[src/rtl/patch_redirect.sv]
module patch_redirect #(
  parameter logic [15:0] REG_BASE  = 16'h0217,
  parameter logic [15:0] WIN_BASE  = 16'h02C0,
  parameter int          WIN_BYTES = 32
) (
  input  logic        clk,
  input  logic        rst_n,
  input  logic [15:0] cfg_addr,
  input  logic [7:0]  cfg_wdata,
  input  logic        cfg_we,
  output logic [7:0]  cfg_rdata,
  input  logic [15:0] fetch_pc,
  input  logic        op_fetch,
  output logic        redir_req,
  output logic [15:0] redir_pc
);
  localparam logic [15:0] A1_HI   = REG_BASE;
  localparam logic [15:0] A1_LO   = REG_BASE + 16'd1;
  localparam logic [15:0] A2_HI   = REG_BASE + 16'd2;
  localparam logic [15:0] A2_LO   = REG_BASE + 16'd3;
  localparam logic [15:0] EN_REG  = REG_BASE + 16'd4;
  localparam logic [15:0] TGT1    = WIN_BASE;
  localparam logic [15:0] TGT2    = WIN_BASE + 16'(WIN_BYTES);
  localparam logic [15:0] WIN_END = WIN_BASE + 16'(2 * WIN_BYTES - 1);

  logic [15:0] pa1, pa2;
  logic [3:0]  en;

  always_ff @(posedge clk or negedge rst_n) begin
    if (!rst_n) begin
      pa1 <= '0;
      pa2 <= '0;
      en  <= '0;
    end else if (cfg_we) begin
      case (cfg_addr)
        A1_HI:   pa1[15:8] <= cfg_wdata;
        A1_LO:   pa1[7:0]  <= cfg_wdata;
        A2_HI:   pa2[15:8] <= cfg_wdata;
        A2_LO:   pa2[7:0]  <= cfg_wdata;
        EN_REG:  en        <= cfg_wdata[3:0];
        default: ;
      endcase
    end
  end

  always_comb begin
    case (cfg_addr)
      A1_HI:   cfg_rdata = pa1[15:8];
      A1_LO:   cfg_rdata = pa1[7:0];
      A2_HI:   cfg_rdata = pa2[15:8];
      A2_LO:   cfg_rdata = pa2[7:0];
      EN_REG:  cfg_rdata = {4'b0000, en};
      default: cfg_rdata = 8'h00;
    endcase
  end

  wire in_win = (fetch_pc >= WIN_BASE) && (fetch_pc <= WIN_END);
  wire armed  = op_fetch && !in_win;
  wire hit1   = armed && en[0] && (fetch_pc == pa1);
  wire hit2   = armed && en[1] && (fetch_pc == pa2);

  assign redir_req = hit1 || hit2;
  assign redir_pc  = hit1 ? TGT1 : (hit2 ? TGT2 : 16'h0000);
endmodule

[config.mk]
export PLATFORM = sky130hd
export DESIGN_NAME = patch_redirect
export DESIGN_NICKNAME = d
export VERILOG_FILES = /design/src/rtl/patch_redirect.sv
export SDC_FILE = /design/constraint.sdc
export NUM_CORES = 1
export LEC_CHECK = 0
export ABC_AREA = 1
export BUFFER_PORTS_ARGS = -buffer_cell sky130_fd_sc_hd__buf_2
export CAP_MARGIN = 20
export CORE_ASPECT_RATIO = 1.25
export CORE_MARGIN = 4
export CORE_UTILIZATION = 45
export CTS_CLUSTER_DIAMETER = 30
export DETAILED_ROUTE_END_ITERATION = 10
export GPL_ROUTABILITY_DRIVEN = 0
export HOLD_SLACK_MARGIN = 0.08
export PLACE_DENSITY = 0.75
export SLEW_MARGIN = 40
export SYNTH_ARGS = -nofsm -noshare
export SYNTH_HDL_FRONTEND = slang
export SYNTH_SLANG_ARGS = --single-unit
[constraint.sdc]
create_clock -name clk -period 2.5 [get_ports clk]
set_input_delay 0.25 -clock clk [delete_from_list [all_inputs] [get_ports clk]]
set_output_delay 0.25 -clock clk [all_outputs]
set_load 0.01 [all_outputs]
==> summary.txt <==
Outcome
  – Outcome: complete, no violations

Synth
  – Warnings from Yosys: 0
  – Synth Area in Compound Gates: 0.0913
  – Adder-Cell Fraction of Synth Area: 0
  – Register bit count reported by yosys: 36
  – Post-Synth XOR/XNOR Area: 0.0200
  – Mapped Area: about 2600 um^2
  – Mapped Cells: 400
  – Mux share of post-synthesis cell area: 0
  – Syn_area_per_cell: 6.58 um^2
  – Netlist cell types: 24
  – Largest family of logic cells by synthesized area: simple AND/OR/NAND/NOR gates
  – Register area share after synthesis: 0.342
  – Simple-gate portion of the synthesized area: 0.396

GRT
  – GR Overflow Total: 0
  – Vias in the first global route: 2589
  – Largest net degree at the start of global routing: 37
  – Initial antenna violation count: 0
  – GR Util All Layers: 0.213
  – First-pass GRT wire length: 12100 um

Floorplanning
  – Top-Level Pins: slightly below 70
  – Row cnt: 30
  – Die Height: 93.5 um
  – Die area: between 7000 and 8000 um^2
  – Starting Density: 0.474
  – Die width: 76.4 um
  – Area of the core: 5560 um^2

Power
  – Switching Fraction: 0.253
  – Pleak: 1.75 nW
  – Clk pwr share: 0.384
  – Sw Pwr: 0.000296 W
  – Internal power: 0.000874 W
  – Logic pwr share: 0.118
  – Peak supply drop: about 250 uV
  – Reg power frac: 0.498
  – Pwr/cell area: 394 nW/um^2

Finish
  – Nets: 497
  – Non-filler cells, final: 517
  – Area delta synth->final: 12.7%
  – Layout cells sized above 1: 0.181
  – Ant diodes: 0

Worst setup path
  – CP Class: input port to output pin
  – CP Max Fanout: 19
  – Crit path DAT: 1.69 ns
  – Crit. End Element: output pin
  – Data required time at the worst endpoint: 2.25 ns
  – CP startpoint kind: input port

Drt
  – Post-DRT Antenna Nets: 0
  – DRC viols: 0
  – Post-DR wirelength/cell: 14.2 um
  – Starting DRT DRC Count: 170
  – Drt first pass iters: 6
  – Final WL: 7320 um
  – Via-to-Cell Ratio: 5.13
  – Vias: about 2700

Timing
  – Clock Skews: 0 ns
  – Final Hold Viols: 0
  – Setup tns final: 0 ns
  – Max Clk Rate: 515 MHz
  – Final Max Tran Viols: 0
  – Final setup viols: 0
  – RSZ-0062 raised after global routing: false
  – Final min period: 1.94 ns
  – Post-route clock period utilization: 0.777

Clock tree
  – CTS buffer count: 5
  – CTS tree: built
  – Clk Tree Root Cell: clkbuf_8
  – Worst-Skew Late Latency: 0.29 ns
  – Clock tree buffer depth: 2
  – Post_cts resized: 0
  – Postcts setup bufs: 0
  – CTS H-tree lvls: 2
  – Clock transition at path regs: 0.07 ns
  – CTS Sinks: 36
  – Hold_buf cts: 0

Placement
  – Post-DP HPWL: 5620 um
  – # port buffers: 56
  – Inst Count DP: 509

Min path
  – Worst hold path class: input port to flop

Flow run
  – Max cap viols: 0
-- cells in the mapped netlist --
cell type	n	area (um^2)
nand2_1	133	499
inv_1	54	203
o21ai_0	44	220
nor2_1	39	146
dfrtp_1	36	901
nand3_1	35	175
buf_4	16	120
nand4_1	6	37.5
nor2_4	6	67.6
xor2_1	6	52.6
buf_6	5	56.3
nor2_2	4	25.0
nand2_4	3	33.8
o21ai_1	3	15.0
a21oi_1	1	5.00
buf_2	1	5.00
clkbuf_1	1	3.75
conb_1	1	3.75
inv_2	1	3.75
nand2_2	1	6.26
nand3b_1	1	7.51
nand3b_4	1	20.0
nor2_8	1	20.0
nor3_1	1	5.00
-- metal layers --
metal	global-route usage	part of all wire
met5	0	0
met1	0.237	0.38
met2	0.399	0.52
met3	0.0472	0.078
met4	0.0740	0.015
-- final cells by class --
cell class                 count  area [um^2]
fill                         548         2590
multi-input combinational    297         1380
sequential                    36          901
timing repair buffer          58          300
inverter                      55          206
clock buffer                   7         96.3
tap                           64         80.1
-- power groups by stage --
stage          sequential, W  combinational, W  clock [W]
6_report            0.000583          0.000138   0.000449
5_1_grt             0.000582          0.000157   0.000473
4_1_cts             0.000583          0.000136   0.000462
3_5_place_dp        0.000594          0.000136          0
3_3_place_gp        0.000594          0.000133          0
2_1_floorplan       0.000594         0.0000736          0
-- critical path: stages --
cell	delay (ns)
buf_2	0.09
nor2_1	0.09
nand3b_1	0.09
nor2_2	0.35
buf_4	0.35
nand2_4	0.13
nor2_1	0.10
nor2_1	0.05
nand2_1	0.05
buf_2	0.12
-- cell families after synthesis --
family	count (synthesis)
and+or+nand+nor	231
buffers and inverters	78
AOI/OAI and AO/OA	48
DFF	36
xor gates and xnor gates	6
other	1
-- through the flow --
step | instance area, um^2 | power (W) | worst slack (ns) | util | hold slack, ns
3_5_place_dp | 2860 | 0.000730 | 0.554 | 0.515 | 0.401
2_1_floorplan | 2670 | 0.000668 | 1.06 | - | -0.0456
6_report | 2970 | 0.00117 | 0.558 | 0.534 | 0.217
4_1_cts | 2960 | 0.00118 | 0.550 | 0.532 | 0.0860
5_1_grt | 2970 | 0.00121 | 0.387 | 0.534 | 0.234
3_3_place_gp | 2860 | 0.000727 | 0.579 | 0.515 | 0.391
-- flip-flops by register name, indices dropped and copies added (netlist names) --
| name | flops |
|---|---|
| en | 4 |
| pa1 | 16 |
| pa2 | 16 |
-- path summary, 6_finish.rpt --
check / startpoint / slack, ns / depth (start not counted) / endpoint
worst max register to register: pa2[7] / 1.77 / 2 / pa2[7]
min in group asynchronous: rst_n / 0.46 / 2 / pa1[8]
worst max-delay path: cfg_addr[11] / 0.56 / 10 / cfg_rdata[2]
worst min-delay path: cfg_wdata[7] / 0.22 / 3 / pa2[15]
max in group asynchronous: rst_n / 1.70 / 2 / pa1[10]
worst min register to register: en[3] / 0.52 / 2 / en[3]
-- cell usage in the layout (no fill, tap or decap), types with 2 or more instances in the layout --
cell        n
nand2_4     3
buf_2      55
nand2_1   133
inv_1      54
clkbuf_8    7
nand4_1     6
xor2_1      6
nand3_1    35
dfrtp_1    36
nor2_2      5
nor2_4      6
nor2_1     38
buf_4       2
o21ai_0    44
conb_1     12
o21ai_1     3
Power figures use the tool's default switching activity.
